==> config.mk <==
export PLATFORM = sky130hd
export DESIGN_NAME = lnext_filter
export DESIGN_NICKNAME = d
export VERILOG_FILES = /design/src/rtl/lnext_pkg.sv /design/src/rtl/lnext_cfg_regs.sv /design/src/rtl/lnext_escape_tracker.sv /design/src/rtl/lnext_out_stage.sv /design/src/rtl/lnext_filter.sv
export SDC_FILE = /design/constraint.sdc
export NUM_CORES = 1
export LEC_CHECK = 0
export ABC_AREA = 0
export BUFFER_PORTS_ARGS = -buffer_cell sky130_fd_sc_hd__buf_4
export CAP_MARGIN = 20
export CORE_MARGIN = 2
export CORE_UTILIZATION = 45
export CTS_CLUSTER_DIAMETER = 150
export DETAILED_ROUTE_END_ITERATION = 8
export HOLD_SLACK_MARGIN = 0.03
export PLACE_DENSITY_LB_ADDON = 0.1
export SLEW_MARGIN = 20
export SYNTH_ARGS = -nofsm -noshare
export SYNTH_HDL_FRONTEND = slang
export SYNTH_SLANG_ARGS = --single-unit
==> constraint.sdc <==
create_clock -name clk -period 2.1 [get_ports clk]
set_input_delay 0.105 -clock clk [delete_from_list [all_inputs] [get_ports clk]]
set_output_delay 0.105 -clock clk [all_outputs]
set_load 0.02 [all_outputs]
==> src/rtl/lnext_pkg.sv <==
package lnext_pkg;
  localparam logic ADDR_ESCAPE  = 1'b0;
  localparam logic ADDR_CONTROL = 1'b1;

  typedef struct packed {
    logic bypass;
    logic brk;
    logic err;
  } char_tag_t;

  localparam int TAG_W = $bits(char_tag_t);
endpackage

==> src/rtl/lnext_cfg_regs.sv <==
module lnext_cfg_regs
  import lnext_pkg::*;
#(
  parameter int DATA_W = 8
) (
  input  logic              clk,
  input  logic              rst_n,
  input  logic              cfg_wr,
  input  logic              cfg_addr,
  input  logic [DATA_W-1:0] cfg_wdata,
  output logic [DATA_W-1:0] esc_value,
  output logic              enable,
  output logic              disable_wr
);
  assign disable_wr = cfg_wr && (cfg_addr == ADDR_CONTROL) && !cfg_wdata[0];

  always_ff @(posedge clk) begin
    if (!rst_n) begin
      esc_value <= '0;
      enable    <= 1'b0;
    end else if (cfg_wr) begin
      if (cfg_addr == ADDR_ESCAPE) esc_value <= cfg_wdata;
      else                         enable    <= cfg_wdata[0];
    end
  end
endmodule

==> src/rtl/lnext_escape_tracker.sv <==
module lnext_escape_tracker #(
  parameter int DATA_W = 8
) (
  input  logic              clk,
  input  logic              rst_n,
  input  logic              accept,
  input  logic              enable,
  input  logic              clear,
  input  logic [DATA_W-1:0] esc_value,
  input  logic [DATA_W-1:0] data,
  input  logic              brk,
  input  logic              err,
  output logic              bypass
);
  logic pending_q;
  logic flagged;
  logic starts_escape;

  always_comb begin
    flagged       = brk || err;
    starts_escape = enable && !pending_q && !flagged && (data == esc_value);
    if (!enable)        bypass = 1'b0;
    else if (pending_q) bypass = !flagged;
    else                bypass = starts_escape;
  end

  always_ff @(posedge clk) begin
    if (!rst_n)      pending_q <= 1'b0;
    else if (clear)  pending_q <= 1'b0;
    else if (accept) pending_q <= starts_escape;
  end

  AST_FOLLOWER_CLEARS: assert property (@(posedge clk) disable iff (!rst_n)
    accept && pending_q |=> !pending_q);
  AST_DISABLE_CLEARS: assert property (@(posedge clk) disable iff (!rst_n)
    clear |=> !pending_q);
  AST_IDLE_WHEN_OFF: assert property (@(posedge clk) disable iff (!rst_n)
    !enable |-> !pending_q);
  AST_FLAGGED_NO_ARM: assert property (@(posedge clk) disable iff (!rst_n)
    accept && !pending_q && (brk || err) && !clear |=> !pending_q);
endmodule

==> src/rtl/lnext_out_stage.sv <==
module lnext_out_stage #(
  parameter int W = 11
) (
  input  logic         clk,
  input  logic         rst_n,
  input  logic         in_valid,
  output logic         in_ready,
  input  logic [W-1:0] in_payload,
  output logic         out_valid,
  input  logic         out_ready,
  output logic [W-1:0] out_payload
);
  assign in_ready = !out_valid || out_ready;

  always_ff @(posedge clk) begin
    if (!rst_n) begin
      out_valid   <= 1'b0;
      out_payload <= '0;
    end else if (in_ready) begin
      out_valid <= in_valid;
      if (in_valid) out_payload <= in_payload;
    end
  end

  AST_STALL_HOLD: assert property (@(posedge clk) disable iff (!rst_n)
    out_valid && !out_ready |=> out_valid && $stable(out_payload));
  AST_ACCEPT_SHOWS: assert property (@(posedge clk) disable iff (!rst_n)
    in_valid && in_ready |=> out_valid);
endmodule

==> src/rtl/lnext_filter.sv <==
module lnext_filter
  import lnext_pkg::*;
#(
  parameter int DATA_W = 8
) (
  input  logic              clk,
  input  logic              rst_n,
  input  logic              in_valid,
  output logic              in_ready,
  input  logic [DATA_W-1:0] in_data,
  input  logic              in_brk,
  input  logic              in_err,
  output logic              out_valid,
  input  logic              out_ready,
  output logic [DATA_W-1:0] out_data,
  output logic              out_brk,
  output logic              out_err,
  output logic              out_bypass,
  input  logic              cfg_wr,
  input  logic              cfg_addr,
  input  logic [DATA_W-1:0] cfg_wdata
);
  localparam int PAY_W = DATA_W + TAG_W;

  logic [DATA_W-1:0] esc_value;
  logic              enable;
  logic              disable_wr;
  logic              bypass;
  logic              accept;
  char_tag_t         tag_in;
  char_tag_t         tag_out;
  logic [PAY_W-1:0]  pay_in;
  logic [PAY_W-1:0]  pay_out;

  assign accept = in_valid && in_ready;

  lnext_cfg_regs #(.DATA_W(DATA_W)) u_cfg (
    .clk(clk), .rst_n(rst_n), .cfg_wr(cfg_wr), .cfg_addr(cfg_addr),
    .cfg_wdata(cfg_wdata), .esc_value(esc_value), .enable(enable),
    .disable_wr(disable_wr)
  );

  lnext_escape_tracker #(.DATA_W(DATA_W)) u_track (
    .clk(clk), .rst_n(rst_n), .accept(accept), .enable(enable),
    .clear(disable_wr), .esc_value(esc_value), .data(in_data),
    .brk(in_brk), .err(in_err), .bypass(bypass)
  );

  always_comb begin
    tag_in.bypass = bypass;
    tag_in.brk    = in_brk;
    tag_in.err    = in_err;
    pay_in        = {tag_in, in_data};
  end

  lnext_out_stage #(.W(PAY_W)) u_out (
    .clk(clk), .rst_n(rst_n), .in_valid(in_valid), .in_ready(in_ready),
    .in_payload(pay_in), .out_valid(out_valid), .out_ready(out_ready),
    .out_payload(pay_out)
  );

  assign tag_out    = char_tag_t'(pay_out[PAY_W-1:DATA_W]);
  assign out_data   = pay_out[DATA_W-1:0];
  assign out_brk    = tag_out.brk;
  assign out_err    = tag_out.err;
  assign out_bypass = tag_out.bypass;

  AST_FLAGGED_NOT_BYPASSED: assert property (@(posedge clk) disable iff (!rst_n)
    out_valid && (out_brk || out_err) |-> !out_bypass);
  AST_READY_RULE: assert property (@(posedge clk) disable iff (!rst_n)
    out_valid && !out_ready |-> !in_ready);
endmodule

After elaboration in Yosys (flattened, before gate mapping) --
Cells that the tools add are included.
Cells by class: reductions and logical operators 16, equal/unequal tests 1, multipliers 0, $add $sub $neg 0, shift operators 0, $lt $le $gt $ge 0, bitwise gates (word level) 2, mux-type cells 2, div/mod/pow operators 0
Operator list (count):
- $eq A8 B8 Y1 | 1
- $logic_and A1 B1 Y1 | 6
- $reduce_and A2 Y1 | 3
- $logic_not A1 Y1 | 4
- $logic_or A1 B1 Y1 | 2
- $mux W1 | 2
- $not A1 Y1 | 2
- $reduce_or A2 Y1 | 1
Word-level totals: input port bits 24, register bits 22, latch bits 0, ROM bits 0, memories kept 0, word-level logic and storage cells 26, bits in writable memories 0

Longest topological paths before layout --
depth after elaboration 6, gate-level depth with buffers 5, mapped depth without buffers 4

By module --
From an unflattened synthesis, not the netlist that was laid out.
Unflattened totals: cells, all modules 111, area total of the unflattened synthesis 1032.2 um^2
By module, submodules not included:
- lnext_out_stage | instances 1, cells an instance 52, area an instance 486.7 um^2
- lnext_cfg_regs | instances 1, cells an instance 41, area an instance 389.1 um^2
- lnext_escape_tracker | instances 1, cells an instance 17, area an instance 150.1 um^2
- lnext_filter | instances 1, cells an instance 1, area an instance 6.3 um^2

Worst setup path before layout --
No wires, ideal clock.
kind register -> register, from register u_out.out_valid, to register u_track.pending_q, arrival 1.166 ns, buffers on the path 1, setup time 0.125 ns, cell stages (with the launch flop) 6, required time 1.975 ns, setup slack 0.809 ns, cell sequence dfxtp_1 -> nand2b_1 -> and2_1 -> buf_2 -> nand4_1 -> a21oi_1
Between the ends: word-level cells in the longest chain between the ends 3
RTL lines:
- start, declared | line lnext_out_stage.sv:9 | output logic out_valid,
- start signal, assigned | line lnext_out_stage.sv:20 | out_valid <= in_valid;
- $logic_not A1 Y1 | line lnext_out_stage.sv:13 | assign in_ready = !out_valid || out_ready;
- $logic_or A1 B1 Y1 | line lnext_out_stage.sv:13
- named net in_ready | line lnext_filter.sv:9 | output logic in_ready,
- $logic_and A1 B1 Y1 | line lnext_filter.sv:35 | assign accept = in_valid && in_ready;
- end signal, assigned | line lnext_escape_tracker.sv:30 | else if (accept) pending_q <= starts_escape;
- end, declared | line lnext_escape_tracker.sv:15 | logic pending_q;
The timed path passes the listed nets, and every way through them passes these cells. A chain may end at the register's enable or synchronous reset.

Worst setup path after layout --
from register u_cfg.enable, to register u_out.out_payload[10]
Between the ends: word-level cells in the longest chain between the ends 5
RTL lines:
- start, declared | line lnext_cfg_regs.sv:12 | output logic enable,
- start signal, assigned | line lnext_cfg_regs.sv:23 | else enable <= cfg_wdata[0];
- $logic_and A1 B1 Y1 (3 in a row) | line lnext_escape_tracker.sv:21 | starts_escape = enable && !pending_q && !flagged && (data == esc_value);
- $mux W1 | line lnext_escape_tracker.sv:23 | else if (pending_q) bypass = !flagged;
- $mux W1 * | line lnext_escape_tracker.sv:22 | if (!enable) bypass = 1'b0;
- end signal, assigned | line lnext_out_stage.sv:21 | if (in_valid) out_payload <= in_payload;
- end, declared | line lnext_out_stage.sv:11 | output logic [W-1:0] out_payload
Every way passes the cells marked *; elsewhere a longest branch is shown, timed or not.

==> PnR_summary.wiki <==
{| class="wikitable"
! Metric !! Value
|-
| Run status || finished clean
|-
| Clock slew seen by the registers of the worst setup and hold paths || 0.12 ns
|-
| Crit path time final || 1.32 ns
|-
| Top post-synthesis cells by count || sky130_fd_sc_hd__nand2_1, sky130_fd_sc_hd__dfxtp_1, sky130_fd_sc_hd__a21boi_0, sky130_fd_sc_hd__nor2b_1
|-
| Net count of the finished layout || 164
|-
| Asr flop ratio synth || 0%
|-
| Leading cell type by number of instances after synthesis || sky130_fd_sc_hd__nand2_1
|-
| Layout area overhead || 34.5%
|-
| Maximum level of the CTS H-tree || 1
|-
| DRC || 0
|-
| Number of register bits inferred by synthesis || 22
|-
| Count of antenna-violating nets left after detailed routing || 0
|-
| Last weighted congestion value of the routability-driven placer || 0.734
|-
| Critical Path Start Type || flip-flop
|-
| Cell type group with the largest total delay on the critical path || simple AND/OR/NAND/NOR gates
|-
| Overall overflow remaining after global route || 0
|-
| FP Rows || 16
|-
| Syn. warnings || 0
|-
| Setup repair bufs after CTS || 0
|-
| Ordered list of cells on the worst path || or3b_1 > nor4_2 > nand3_1 > a31oi_1
|-
| Mapped Area || 942 um2
|-
| Static leakage power || 0.558 nW
|-
| Number of max-slew violations in the final report || 0
|-
| Start point of the worst hold path || cfg_wr
|-
| Leading post-synthesis cells by cell area || sky130_fd_sc_hd__dfxtp_1, sky130_fd_sc_hd__nand2_1, sky130_fd_sc_hd__a21boi_0
|-
| Leading register cell type out of synthesis || sky130_fd_sc_hd__dfxtp_1
|-
| Worst hold slack || 0.0374 ns
|-
| Critical path required time || 2.34 ns
|-
| Top cell type's share of synthesized area || 46.7%
|-
| Buffers on Ports || 36
|-
| Cell count of the worst hold path || 3
|-
| Critical Path Slowest Stage Cell || sky130_fd_sc_hd__dfxtp_1
|-
| Die Outline Area || 2480 um2
|-
| Register-to-register setup slack || 0.78 ns
|-
| Sum of net half-perimeters after detailed placement || 1.49 mm
|-
| Count of clock tree sinks || 22
|-
| CTS max path bufs || 2
|-
| Number of global-route vias before repair || 762
|-
| Wire length of the first global-routing pass || 3.26 mm
|-
| Detailed-router iteration count before antenna repair || 4
|-
| Number of antenna violations at the first check in global routing || 0
|-
| Fin. Hold Viols || 0
|-
| Via total after detailed routing || 781
|-
| Clock tree from TritonCTS || done
|-
| Unrepaired setup endpoints after global routing || no
|-
| Critical path arrival || 1.56 ns
|-
| Overall routed net length || 1.96 mm
|-
| Die extent in y || 49.8 um
|-
| Avg WL per Cell || 11.8 um
|-
| Iter 0 DRT Violations || 6
|-
| Hold_buf cts || 0
|-
| Min-Delay Endpoint || u_cfg.enable
|-
| Share of post-route cells with drive strength above 1 || 30.9%
|-
| Final-layout fill cell count || 189
|-
| Crit path kind || reg2reg
|-
| Kind of path behind the tightest hold check || in2reg
|-
| DR vias/cell || 4.70
|-
| Count of flip-flops with a built-in enable after synthesis || 0
|-
| Type of destination of the critical path || flip-flop
|-
| Crit Path Max Fanout || 3
|-
| Sum of buffers and inverters on the critical path || 0
|-
| Syn_area_per_cell || 9.15 um2
|-
| IR drop worst, VDD || 0.457 mV
|-
| Clock buffers created by TritonCTS || 3
|-
| Worst path max stage delay || 0.38 ns
|-
| Worst slew margin relative to its limit || 72.6%
|-
| Initial Utilization || 48.0%
|-
| Floorplan core area || 1960 um2
|-
| Post-route setup TNS || 0 ns
|-
| Placed cell count || 162
|-
| # IOs || 37
|-
| Synthesized netlist net count || 127
|-
| Non-filler cells in the finished layout || 166
|-
| Total setup violations reported at the end of the flow || 0
|-
| Die outline width || 49.8 um
|-
| Cell count after synthesis || 103
|-
| Startpoint of the lowest-slack register-to-register path || u_cfg.enable
|-
| Overall routing resource usage || 17.2%
|-
| Clk Tree Root Cell || sky130_fd_sc_hd__clkbuf_4
|-
| Post-synthesis cell type count || 19
|-
| Final Cycle Share || 62.6%
|-
| MaxCap Viol Count || 0
|-
| Power density normalized to cell area || 659 nW/um2
|-
| Clock skew after layout || 0.00386 ns
|-
| Upper clock frequency limit || 0.760 GHz
|-
| Proportion of synthesized chip area in sequential cells || 46.7%
|-
| Crit Reg-Reg Endpoint || u_out.out_payload[10]
|-
| Cts repair resizes || 0
|-
| Number of cell instances on the worst register-to-register path || 4
|-
| Pin count of the biggest net entering global routing || 22
|-
| Number of inserted diodes || 0
|-
| Final core occ || 64.6%
|-
| Skew-Pair Late Insertion Delay || 0.31 ns
|-
| Transition time at the pin with the least slew margin || 0.411 ns
|-
| Synth area leader || sky130_fd_sc_hd__dfxtp_1
|}
-- placed cells by master (no fill, tap or decap) --
master                      n
sky130_fd_sc_hd__nand2b_1   1
sky130_fd_sc_hd__buf_4     37
sky130_fd_sc_hd__nand2_1   23
sky130_fd_sc_hd__nand4_1    1
sky130_fd_sc_hd__nor2b_1    9
sky130_fd_sc_hd__mux2i_1    8
sky130_fd_sc_hd__a21boi_0  11
sky130_fd_sc_hd__o21ai_0    2
sky130_fd_sc_hd__nand3_1    2
sky130_fd_sc_hd__a21oi_1    2
sky130_fd_sc_hd__clkbuf_8   1
sky130_fd_sc_hd__nor2_1     3
sky130_fd_sc_hd__nor4_2     2
sky130_fd_sc_hd__a31oi_1    1
sky130_fd_sc_hd__and2_1     1
sky130_fd_sc_hd__xor2_1     8
sky130_fd_sc_hd__inv_1      1
sky130_fd_sc_hd__clkbuf_4   3
sky130_fd_sc_hd__or3b_1     1
sky130_fd_sc_hd__dfxtp_1   22
-- sequential cells by signal, indices dropped and copies added (netlist names) --
name,cells
u_cfg.esc_value,8
u_out.out_payload,11
u_out.out_valid,1
u_cfg.enable,1
u_track.pending_q,1
-- power by group --
| group | switching (mW) | leakage [nW] | total [mW] | internal (mW) |
|---|---|---|---|---|
| Combinational | 0.0730 | 0.357 | 0.149 | 0.0762 |
| Clock | 0.127 | 0.0210 | 0.233 | 0.106 |
| Sequential | 0.0128 | 0.181 | 0.452 | 0.440 |
-- how the worst max path moves through the flow --
stage,slack [ns],to,from,cells past startpoint
after global placement,0.92,u_track.pending_q,u_cfg.enable,4
final,0.78,u_out.out_payload[10],u_cfg.enable,4
after CTS,0.80,u_out.out_payload[10],u_cfg.enable,4
after floorplan,0.81,u_track.pending_q,u_out.out_valid,5
after global routing,0.67,u_out.out_payload[10],u_out.out_valid,4
after detailed placement,0.83,u_out.out_payload[10],u_cfg.enable,4
-- worst reg2reg max path: stages (launching register included) --
cell,delay [ns]
sky130_fd_sc_hd__dfxtp_1,0.38
sky130_fd_sc_hd__or3b_1,0.37
sky130_fd_sc_hd__nor4_2,0.20
sky130_fd_sc_hd__nand3_1,0.11
sky130_fd_sc_hd__a31oi_1,0.18
-- stage by stage --
step | area (um2) | setup WS, ns | total power, mW
2_1_floorplan | 942 | 0.809 | 0.540
3_3_place_gp | 1230 | 0.924 | 0.609
3_5_place_dp | 1230 | 0.830 | 0.613
4_1_cts | 1270 | 0.802 | 0.847
5_1_grt | 1270 | 0.672 | 0.875
6_report | 1270 | 0.785 | 0.835
-- kinds of logic after synthesis --
logic type      synth area share, %
simple gates                   23.0
xor+xnor                       7.44
flops                          46.7
buf+inv                        2.79
mux                            8.50
compound gates                 11.6
-- layer usage --
| metal | track usage (%) | part of all wire, % | up-vias |
|---|---|---|---|
| li1 | - | - | 411 |
| met1 | 22.1 | 46 | 345 |
| met5 | 0 | 0 | - |
| met4 | 6.94 | 0.97 | 0 |
| met2 | 28.4 | 48 | 23 |
| met3 | 2.73 | 4.5 | 2 |
-- layout make-up --
class                           instances  area (um2)  area share [%]
Timing Repair Buffer                   37         278            21.9
Clock buffer                            4        36.3            2.86
Tap cell                               27        33.8            2.67
Sequential cell                        22         440            34.7
Multi-Input combinational cell         75         475            37.5
Inverter                                1        3.75           0.296
No activity file was read; power rests on OpenSTA's default activity.
